## config.mk

```make
export PLATFORM = sky130hd
export DESIGN_NAME = sdma_chan_top
export DESIGN_NICKNAME = d
export VERILOG_FILES = /design/src/rtl/sdma_pkg.sv /design/src/rtl/sdma_cmd_regs.sv /design/src/rtl/sdma_work_ctr.sv /design/src/rtl/sdma_status.sv /design/src/rtl/sdma_chan_top.sv
export SDC_FILE = /design/constraint.sdc
export NUM_CORES = 1
export LEC_CHECK = 0
export BUFFER_PORTS_ARGS = -buffer_cell sky130_fd_sc_hd__buf_2
export CORE_ASPECT_RATIO = 1.75
export CORE_UTILIZATION = 40
export DETAILED_ROUTE_END_ITERATION = 8
export PLACE_DENSITY_LB_ADDON = 0.25
export SETUP_SLACK_MARGIN = 0.05
export SYNTH_ARGS = -nofsm -noshare
export SYNTH_HDL_FRONTEND = slang
export SYNTH_SLANG_ARGS = --single-unit
```

## constraint.sdc

```tcl
create_clock -name clk -period 5.97 [get_ports clk]
set_input_delay 1.194 -clock clk [delete_from_list [all_inputs] [get_ports clk]]
set_output_delay 1.194 -clock clk [all_outputs]
set_load 0.05 [all_outputs]
```

## src/rtl/sdma_pkg.sv

```systemverilog
package sdma_pkg;

  localparam int WORD_W = 32;
  localparam int IDX_W  = 3;
  localparam int STAT_W = 6;

  typedef logic [WORD_W-1:0] word_t;

  typedef enum logic [IDX_W-1:0] {
    IX_CMD   = 3'd0,
    IX_SCNT  = 3'd1,
    IX_SADDR = 3'd2,
    IX_WCNT  = 3'd3,
    IX_WADDR = 3'd4,
    IX_STAT  = 3'd5,
    IX_SLIST = 3'd6,
    IX_WLIST = 3'd7
  } reg_idx_e;

  typedef enum logic [1:0] {
    OP_IDLE  = 2'd0,
    OP_BLAST = 2'd1,
    OP_ABORT = 2'd2,
    OP_START = 2'd3
  } cmd_op_e;

  localparam int CMD_DIR_BIT = 7;
  localparam int ST_DONE_BIT = 3;
  localparam int ST_IRQ_BIT  = 4;

  localparam logic [STAT_W-1:0] ST_CLR_MASK = 6'b001110;

  localparam word_t WADDR_RST = 32'hFFFF_FFFF;
  localparam word_t WLIST_RST = 32'hFFFF_FFFD;

  // Length actually granted: never more than is still owed.
  function automatic word_t clip_len(word_t req, word_t owed);
    return (req < owed) ? req : owed;
  endfunction

  // Stored status after the two clear sources are applied.
  function automatic logic [STAT_W-1:0] stat_after_clear(
    logic [STAT_W-1:0] cur, logic w1c, logic wr_hit,
    logic [STAT_W-1:0] wr_bits, logic rd_hit);
    logic [STAT_W-1:0] v;
    v = cur;
    if (w1c && wr_hit)  v = v & ~(wr_bits & ST_CLR_MASK);
    if (!w1c && rd_hit) v = v & ~ST_CLR_MASK;
    return v;
  endfunction

endpackage

```

## src/rtl/sdma_cmd_regs.sv

```systemverilog
module sdma_cmd_regs
  import sdma_pkg::*;
(
  input  logic             clk,
  input  logic             rst_n,
  input  logic             wr_en,
  input  logic [IDX_W-1:0] wr_idx,
  input  word_t            wr_data,
  output word_t            cmd_q,
  output word_t            scnt_q,
  output word_t            saddr_q,
  output word_t            slist_q,
  output logic             start_p,
  output logic             abort_p,
  output logic             dma_en,
  output logic             to_mem
);

  logic    cmd_wr;
  cmd_op_e op;

  assign cmd_wr  = wr_en && (wr_idx == IX_CMD);
  assign op      = cmd_op_e'(wr_data[1:0]);
  assign start_p = cmd_wr && (op == OP_START);
  assign abort_p = cmd_wr && (op == OP_ABORT);
  assign to_mem  = cmd_q[CMD_DIR_BIT];

  always_ff @(posedge clk) begin
    if (!rst_n) begin
      cmd_q   <= '0;
      scnt_q  <= '0;
      saddr_q <= '0;
      slist_q <= '0;
      dma_en  <= 1'b0;
    end else if (wr_en) begin
      unique case (wr_idx)
        IX_CMD: begin
          cmd_q <= wr_data;
          if (op == OP_IDLE)  dma_en <= 1'b0;
          if (op == OP_START) dma_en <= 1'b1;
        end
        IX_SCNT:  scnt_q  <= wr_data;
        IX_SADDR: saddr_q <= wr_data;
        IX_SLIST: slist_q <= wr_data;
        default: ;
      endcase
    end
  end


  idle_stops_chk: assert property (@(posedge clk) disable iff (!rst_n)
    (cmd_wr && op == OP_IDLE) |=> !dma_en);


  start_enables_chk: assert property (@(posedge clk) disable iff (!rst_n)
    start_p |=> dma_en);

endmodule

```

## src/rtl/sdma_work_ctr.sv

```systemverilog
module sdma_work_ctr
  import sdma_pkg::*;
(
  input  logic  clk,
  input  logic  rst_n,
  input  logic  start_p,
  input  word_t scnt,
  input  word_t saddr,
  input  word_t slist,
  input  logic  cmd_done,
  input  logic  fire,
  input  word_t req_len,
  output word_t wcnt_q,
  output word_t waddr_q,
  output word_t wlist_q,
  output word_t gnt_len,
  output logic  reach_zero
);

  word_t cnt_left;

  assign gnt_len    = clip_len(req_len, wcnt_q);
  assign cnt_left   = wcnt_q - gnt_len;
  assign reach_zero = !start_p && (cmd_done || (fire && cnt_left == '0));

  always_ff @(posedge clk) begin
    if (!rst_n) begin
      wcnt_q  <= '0;
      waddr_q <= WADDR_RST;
      wlist_q <= WLIST_RST;
    end else if (start_p) begin
      wcnt_q  <= scnt;
      waddr_q <= saddr;
      wlist_q <= slist;
    end else if (cmd_done) begin
      wcnt_q  <= '0;
    end else if (fire) begin
      wcnt_q  <= cnt_left;
      waddr_q <= waddr_q + gnt_len;
    end
  end


  gnt_bound_chk: assert property (@(posedge clk) disable iff (!rst_n)
    fire |-> (gnt_len <= wcnt_q) && (gnt_len <= req_len));


  advance_chk: assert property (@(posedge clk) disable iff (!rst_n)
    (fire && !start_p && !cmd_done) |=>
      (wcnt_q == $past(wcnt_q) - $past(gnt_len)) &&
      (waddr_q == $past(waddr_q) + $past(gnt_len)));


  snapshot_chk: assert property (@(posedge clk) disable iff (!rst_n)
    start_p |=> (wcnt_q == $past(scnt)) && (waddr_q == $past(saddr)) &&
                (wlist_q == $past(slist)));


  done_zero_chk: assert property (@(posedge clk) disable iff (!rst_n)
    (cmd_done && !start_p) |=> (wcnt_q == '0) && $stable(waddr_q));

endmodule

```

## src/rtl/sdma_status.sv

```systemverilog
module sdma_status
  import sdma_pkg::*;
(
  input  logic              clk,
  input  logic              rst_n,
  input  logic              start_p,
  input  logic              set_done,
  input  logic              wr_hit,
  input  logic [STAT_W-1:0] wr_bits,
  input  logic              rd_hit,
  input  logic              w1c_mode,
  input  logic              core_irq,
  output logic [STAT_W-1:0] stat_view
);

  logic [STAT_W-1:0] st_q;
  logic [STAT_W-1:0] st_cleared;

  assign st_cleared = stat_after_clear(st_q, w1c_mode, wr_hit, wr_bits, rd_hit);

  always_comb begin
    stat_view             = st_q;
    stat_view[ST_IRQ_BIT] = core_irq;
  end

  always_ff @(posedge clk) begin
    if (!rst_n) begin
      st_q <= '0;
    end else if (start_p) begin
      st_q <= '0;
    end else begin
      st_q             <= st_cleared;
      st_q[ST_IRQ_BIT] <= 1'b0;
      if (set_done) st_q[ST_DONE_BIT] <= 1'b1;
    end
  end


  done_set_chk: assert property (@(posedge clk) disable iff (!rst_n)
    (set_done && !start_p) |=> st_q[ST_DONE_BIT]);


  wr_ignored_chk: assert property (@(posedge clk) disable iff (!rst_n)
    (!w1c_mode && wr_hit && !rd_hit && !set_done && !start_p) |=> $stable(st_q));


  rd_keeps_chk: assert property (@(posedge clk) disable iff (!rst_n)
    (w1c_mode && rd_hit && !wr_hit && !start_p) |=> $stable(st_q));

endmodule

```

## src/rtl/sdma_chan_top.sv

```systemverilog
module sdma_chan_top
  import sdma_pkg::*;
(
  input  logic        clk,
  input  logic        rst_n,
  input  logic        reg_wr_en,
  input  logic [2:0]  reg_wr_idx,
  input  logic [31:0] reg_wr_data,
  input  logic        reg_rd_en,
  input  logic [2:0]  reg_rd_idx,
  output logic [31:0] reg_rd_data,
  input  logic        sts_w1c_mode,
  input  logic        core_irq,
  input  logic        cmd_done,
  input  logic        xfer_req_valid,
  input  logic        xfer_req_to_mem,
  input  logic [31:0] xfer_req_len,
  output logic        xfer_req_ready,
  output logic        xfer_gnt_ok,
  output logic [31:0] xfer_gnt_len,
  output logic [31:0] xfer_gnt_addr,
  output logic        abort_req
);

  word_t             cmd_q, scnt_q, saddr_q, slist_q;
  word_t             wcnt_q, waddr_q, wlist_q, gnt_len;
  logic              start_p, abort_p, dma_en, to_mem;
  logic              fire, reach_zero, stat_wr, stat_rd;
  logic [STAT_W-1:0] stat_view;

  sdma_cmd_regs u_cmd (
    .clk     (clk),
    .rst_n   (rst_n),
    .wr_en   (reg_wr_en),
    .wr_idx  (reg_wr_idx),
    .wr_data (reg_wr_data),
    .cmd_q   (cmd_q),
    .scnt_q  (scnt_q),
    .saddr_q (saddr_q),
    .slist_q (slist_q),
    .start_p (start_p),
    .abort_p (abort_p),
    .dma_en  (dma_en),
    .to_mem  (to_mem)
  );

  assign fire = xfer_req_valid && dma_en && (xfer_req_to_mem == to_mem);

  sdma_work_ctr u_work (
    .clk        (clk),
    .rst_n      (rst_n),
    .start_p    (start_p),
    .scnt       (scnt_q),
    .saddr      (saddr_q),
    .slist      (slist_q),
    .cmd_done   (cmd_done),
    .fire       (fire),
    .req_len    (xfer_req_len),
    .wcnt_q     (wcnt_q),
    .waddr_q    (waddr_q),
    .wlist_q    (wlist_q),
    .gnt_len    (gnt_len),
    .reach_zero (reach_zero)
  );

  assign stat_wr = reg_wr_en && (reg_wr_idx == IX_STAT);
  assign stat_rd = reg_rd_en && (reg_rd_idx == IX_STAT);

  sdma_status u_stat (
    .clk       (clk),
    .rst_n     (rst_n),
    .start_p   (start_p),
    .set_done  (reach_zero),
    .wr_hit    (stat_wr),
    .wr_bits   (reg_wr_data[STAT_W-1:0]),
    .rd_hit    (stat_rd),
    .w1c_mode  (sts_w1c_mode),
    .core_irq  (core_irq),
    .stat_view (stat_view)
  );

  always_comb begin
    unique case (reg_rd_idx)
      IX_CMD:   reg_rd_data = cmd_q;
      IX_SCNT:  reg_rd_data = scnt_q;
      IX_SADDR: reg_rd_data = saddr_q;
      IX_WCNT:  reg_rd_data = wcnt_q;
      IX_WADDR: reg_rd_data = waddr_q;
      IX_STAT:  reg_rd_data = {{(WORD_W-STAT_W){1'b0}}, stat_view};
      IX_SLIST: reg_rd_data = slist_q;
      default:  reg_rd_data = wlist_q;
    endcase
  end

  assign xfer_req_ready = dma_en;
  assign xfer_gnt_ok    = fire;
  assign xfer_gnt_len   = gnt_len;
  assign xfer_gnt_addr  = waddr_q;
  assign abort_req      = abort_p;


  wrong_dir_chk: assert property (@(posedge clk) disable iff (!rst_n)
    (xfer_req_valid && dma_en && (xfer_req_to_mem != to_mem) &&
     !start_p && !cmd_done) |=> $stable(wcnt_q) && $stable(waddr_q));


  abort_single_chk: assert property (@(posedge clk) disable iff (!rst_n)
    abort_req |-> reg_wr_en && (reg_wr_idx == IX_CMD));

endmodule

```

==> results of run 1 <==
worst max-delay path, stage by stage:
cell and delay [ns]:
buf_2 0.11, ha_1 0.33, nand4_1 0.12, o21ai_0 0.22, a21oi_2 0.10, or4_1 0.48, nand4_1 0.19, nor2_4 0.07
buf_12 0.16, buf_12 0.16, o21ai_1 0.17, inv_1 0.06, ha_1 0.33, buf_4 0.17, a21oi_1 0.24, o21ai_0 0.21
nand2_1 0.14, a31oi_1 0.19, or3b_1 0.47, a311oi_2 0.31, xnor2_1 0.15, nor4_1 0.25, nand4_1 0.16, nand2_1 0.10
cell type report:
| type | instances | area (sq um) |
|---|---|---|
| Inverter | 88 | 333 |
| Tap cell | 475 | 594 |
| Sequential cell | 228 | 4560 |
| Multi-Input combinational cell | 1600 | 9600 |
| Clock inverter | 8 | 148 |
| Clock buffer | 30 | 609 |
| Timing Repair Buffer | 388 | 2500 |
| Fill cell | 3755 | 18300 |
state kept, by name, indices dropped and copies added (netlist names):
register        flops
u_cmd.cmd_q        32
u_cmd.dma_en        1
u_cmd.saddr_q      32
u_cmd.scnt_q       32
u_cmd.slist_q      32
u_stat.st_q         3
u_work.waddr_q     32
u_work.wcnt_q      32
u_work.wlist_q     32
cell usage in the layout (no fill, tap or decap), types with 14 or more instances in the layout:
| cell type | n |
|---|---|
| nand2_1 | 522 |
| dfxtp_1 | 228 |
| a21oi_1 | 223 |
| buf_4 | 210 |
| buf_2 | 176 |
| o21ai_0 | 139 |
| nor2_1 | 101 |
| ha_1 | 96 |
| inv_1 | 86 |
| nand3_1 | 53 |
| mux2i_1 | 35 |
| xnor2_1 | 34 |
| o211ai_1 | 24 |
| nor3_1 | 23 |
| clkbuf_16 | 21 |
| a22oi_1 | 20 |
| a21o_1 | 19 |
| xor2_1 | 19 |
| mux2_2 | 18 |
| a211oi_1 | 18 |
| nand4_1 | 17 |
| nand2b_1 | 15 |
| mux4_2 | 14 |
power groups by stage:
stage / clock network [mW] / logic [mW] / registers [mW]
after global routing: 1.57 / 1.56 / 1.58
after CTS: 1.52 / 1.43 / 1.58
final: 1.51 / 1.46 / 1.58
after global placement: 0 / 1.41 / 1.61
after detailed placement: 0 / 1.42 / 1.61
after floorplan: 0 / 0.836 / 1.61
logic make-up after synthesis:
kind of cell | Yosys count | share of synthesized area (%)
XOR/XNOR | 53 | 3.12
AND/OR/NAND/NOR | 797 | 22.6
buffers and inverters | 212 | 5.37
AO/OA/AOI/OAI | 585 | 23.9
adder cells (fa/ha/maj) | 98 | 8.36
multiplexers | 67 | 5.85
flip-flops | 228 | 30.7
repair_timing:
item                       CTS  global route
resized for setup            0             8
setup endpoints to repair    1             9
setup buffers                0             4
pin swaps                    1             1
hold buffers                 0             0
per-layer routing:
layer | up-vias | part of all wire, % | global-route usage [%]
li1 | 7715 | - | -
met1 | 7723 | 40 | 39.5
met2 | 709 | 48 | 53.6
met3 | 155 | 6.8 | 3.14
met4 | 0 | 5.9 | 18.3
met5 | - | 0 | 0
path summary, 6_finish.rpt:
path                                        to  slack [ns]  cells past startpoint
worst min-delay path            u_stat.st_q[2]        0.43                      2
worst max register to register  u_stat.st_q[3]        0.66                     24
worst max-delay path            u_stat.st_q[3]        0.37                     24
worst min register to register  u_stat.st_q[2]        0.43                      2
==> out/metrics.yaml, run 1 <==
wl_per_cell_um: 21.9
grt_pass1_vias: 15498
route.detailed.drc: 0
critPathLaunch: "xfer_req_len[21]"
coreArea_sq_um: 36700
clk_pin_slew_ns: 0.07
hp-class: "reg2reg"
cp-start-kind: "input pin"
fp.dieArea_sq_um: 37900
switching_share_pct: 33.7
synth_warnings: 0
gp_congestion: 0.980
final_hold_viol_count: 0
vias: 16302
h-tree-depth: 1
syn2layout_area_growth_pct: 23.5
grt_start_max_net_pins: 87
yosys.area.top_type_share_pct: 30.7
p_per_area_nw_per_um2: 248
post-route-min-period_ns: 5.60
postRouteAntennaNets: 0
antenna_found_initial: 0
async_flop_share_pct: 0
synth_cell_types: 78
drt-initial-drc-count: 1448
portBuffers: 177
synth_edf_count: 0
criticalPathCategory: "in2reg"
drv_slew: 0
drive_gt1_share_pct: 21.3
p_int_mw: 3.01
syn-num-nets: 2217
final_cells: 2817
fin_total_pwr_mw: 4.54
cts_tree: "done"
first_pass_iters: 6
grt_setup_unrepaired: "no"
initial_core_util_pct: 40.5
ir_drop_mv: 0.203
arrival_ns: 6.08
synth_seq_cells: 228
clockBufferDepth: 3
clock-sinks: 228
setup_viol: 0
synth_area_leaders: "dfxtp_1, nand2_1, ha_1"
fin_tns_setup_ns: 0
synth_ff_type: "dfxtp_1"
dieWidth_um: 148
setup.worst_path.end_class: "flip-flop"
final_util_pct: 50.0
fmax_ghz: 0.178
synth_cells: 2040
fin_crit_sh_pct: 93.9
yosys.area.top_type: "dfxtp_1"
hpwl_mm: 46.9
gr-total-overflow: 0
ctsRootBufferMaster: "clkbuf_16"
p_seq_share_pct: 34.8
fin_area_sq_um: 18300
synth.most_common_cell: "nand2_1"
drv_cap: 0
dp_cells: 2775
holdWs_ns: 0.431
cts_buffers: 21
track_usage_pct: 31.9
cp_max_fo: 28
finClkSkew_ns: 0.0178
diodes: 0
run_status: "finished, final reports clean"
syn_area_sq_um: 14900
worst_slack_ns: 0.366
viasPerCell: 5.79
r2r-start: "u_work.wcnt_q[20]"
hold_path.startpoint: "u_stat.st_q[2]"
dp_slack_ns: -0.472
synth_top_cells_by_count: "nand2_1, dfxtp_1, a21oi_1"
fp.dieH_um: 257
fp-row-count: 93
final_nets: 2504
grt_pass1_wl_mm: 92.0
pin_count: 178
max-slew-margin-rel_pct: 27.1
worst_slew_pin_slew_ns: 1.09
pwr-share-comb_pct: 32.1
cp.required_ns: 6.44
clock_latency_ns: 0.53
synth_area_per_cell_sq_um: 7.28
yosysSeqAreaShare_pct: 30.7
p_leak_nw: 7.79
wl_mm: 61.7
p_sw_mw: 1.53
postPlaceCellArea_sq_um: 17500
p_clk_share_pct: 33.2
No activity file was read; power rests on OpenSTA's default activity.
==> run 2: changes to the inputs <==
- CORE_ASPECT_RATIO: 1.75 -> 0.75
- MAX_ROUTING_LAYER: unset -> met4
==> run 2 against run 1 <==
- critical path depth is 1 higher
- clock power is 3% higher
- clock skew is 0.0036 ns higher
- combinational power is 5% lower
- count of clock-buffer cells in the layout stayed put
- sequential share of layout area is 0.46 points higher
==> out/metrics.yaml, run 2 (synthesis results as in run 1) <==
cts_hold_buffers: 0  # unchanged
viasPerCell: 5.80  # +0.23%
grt_pass1_wl_mm: 91.2  # -0.93%
initial_core_util_pct: 41.1  # +0.53 points
fin_area_sq_um: 18000  # -1.8%
ir_drop_mv: 0.212  # +4.5%
clk_pin_slew_ns: 0.07  # about the same
wl_mm: 61.3  # -0.66%
fin_total_pwr_mw: 4.54  # -0.15%
grt_pass1_vias: 14959  # -3.5%
first_pass_iters: 6  # unchanged
final_nets: 2455  # -2.0%
finClkSkew_ns: 0.0214  # +0.00363 ns
post-route-min-period_ns: 5.63  # +0.0230 ns
antenna_found_initial: 3  # +3
drv_cap: 0  # unchanged
cp_max_fo: 23  # -18%
ctsRootBufferMaster: "clkbuf_16"
track_usage_pct: 32.3  # +0.41 points
syn2layout_area_growth_pct: 21.2
p_leak_nw: 7.55  # -3.0%
criticalPathCategory: "in2reg"
fp-row-count: 60  # -35%
r2r_slack_ns: 0.50  # -0.16 ns
portBuffers: 177  # unchanged
dieWidth_um: 225  # +52%
setup_viol: 0  # unchanged
drive_gt1_share_pct: 19.5  # -1.8 points
fp.dieH_um: 169  # -34%
drt-initial-drc-count: 1665  # +15%
reg2reg_depth: 25  # +4.2%
postRouteAntennaNets: 0  # unchanged
run_status: "finished, final reports clean"
fmax_ghz: 0.178  # -0.41%
final_cells: 2793  # -0.85%
arrival_ns: 6.11  # +0.03 ns
max-slew-margin-rel_pct: 27.0  # -0.092 points
vias: 16200  # -0.63%
cp-start-kind: "input pin"
worst_slew_pin_slew_ns: 1.09  # +0.00138 ns
fp.dieArea_sq_um: 37900  # about the same
cts_tree: "done"
gp_congestion: 0.975  # -0.54%
clock-sinks: 228  # unchanged
coreArea_sq_um: 36200  # -1.3%
clock_latency_ns: 0.54  # about the same
route.detailed.drc: 0  # unchanged
gr-total-overflow: 0  # unchanged
h-tree-depth: 1  # unchanged
final_util_pct: 49.8  # -0.28 points
pin_count: 178  # unchanged
critPathLaunch: "xfer_req_len[2]"
cp.required_ns: 6.46  # +0.02 ns
cp-endpoint: "u_stat.st_q[3]"
drv_slew: 0  # unchanged
hp-class: "reg2reg"
final_cell_mix: "nand2_1, dfxtp_1, a21oi_1"
dp_cells: 2746  # -1.0%
grt_setup_unrepaired: "no"
fin_tns_setup_ns: 0  # unchanged
holdWs_ns: 0.446  # +0.0149 ns
final_common_cell: "nand2_1"
final_hold_viol_count: 0  # unchanged
cts_buffers: 23  # +9.5%
wl_per_cell_um: 21.9  # +0.19%
worstReg2RegEnd: "u_stat.st_q[3]"
p_per_area_nw_per_um2: 252  # +1.7%
r2r-start: "u_work.wcnt_q[2]"
worst_slack_ns: 0.343  # -0.0230 ns
setup.worst_path.end_class: "flip-flop"
postPlaceCellArea_sq_um: 17200  # -2.0%
dp_slack_ns: -0.296  # +0.176 ns
grt_start_max_net_pins: 88  # +1.1%
hpwl_mm: 45.8  # -2.3%
clockBufferDepth: 3  # unchanged
fin_crit_sh_pct: 94.3  # +0.39 points
run 2: cell count changes in the layout (fill, tap and decap cells not counted), moves of 2 or more:
cell,change
buf_4,-50
clkbuf_1,-3
clkbuf_16,+2
clkinv_2,+3
diode_2,+3
o21ai_1,+2
o21ai_2,-2
run 2: cell type report:
| class | count | area (sq um) |
|---|---|---|
| fillers | 3715 | 18200 |
| clock inverters | 11 | 140 |
| repair buffers | 337 | 2100 |
| multi-input cells | 1600 | 9580 |
| well taps | 496 | 621 |
| flip-flops and latches | 228 | 4560 |
| diodes | 3 | 7.51 |
| clock buffers | 30 | 662 |
| inverters | 88 | 333 |
run 2: where the power goes:
part           switching [mW]  internal, mW  leakage, nW  total [mW]
sequential             0.0326          1.55         1.85        1.58
clock                   0.649         0.913        0.399        1.56
combinational           0.859         0.533         5.31        1.39
total                    1.54          3.00         7.55        4.54
run 2: timing repair:
item | CTS | global route
resized for setup | 0 | 2
setup endpoints to repair | 0 | 1
buffers inserted | 0 | 3
run 2: routing by layer:
| layer | vias up | global-route usage (%) | share of wire (%) |
|---|---|---|---|
| li1 | 7603 | - | - |
| met5 | - | - | 0 |
| met2 | 733 | 51.5 | 46 |
| met4 | 0 | 9.61 | 3.2 |
| met3 | 121 | 4.27 | 7.3 |
| met1 | 7743 | 42.7 | 44 |
run 2: how the worst min path moves through the flow:
stage                          from               to  depth (start not counted)  slack [ns]
CTS                  u_stat.st_q[1]   u_stat.st_q[1]                          2        0.44
detailed placement   u_stat.st_q[1]   u_stat.st_q[1]                          2        0.43
global placement     u_stat.st_q[2]   u_stat.st_q[2]                          2        0.42
global route        u_cmd.cmd_q[11]  u_cmd.cmd_q[11]                          2        0.47
finish               u_stat.st_q[1]   u_stat.st_q[1]                          2        0.45
floorplan            u_stat.st_q[2]   u_stat.st_q[2]                          2        0.41
run 2: critical path: stages:
cell and delay [ns]:
buf_2 0.11, ha_1 0.30, a21o_1 0.16, a31oi_1 0.17, o221ai_1 0.13, o31ai_1 0.26
buf_4 0.17, a21oi_1 0.11, nor2_4 0.24, buf_4 0.16, buf_12 0.15, nand2_1 0.06
o21ai_1 0.11, inv_1 0.08, ha_1 0.42, and3_1 0.33, nand4_1 0.15, a211o_1 0.32
a31oi_1 0.23, nor2b_1 0.08, xnor2_1 0.13, or4_1 0.47, nor4_1 0.30, nand4_1 0.13
nand2_1 0.09
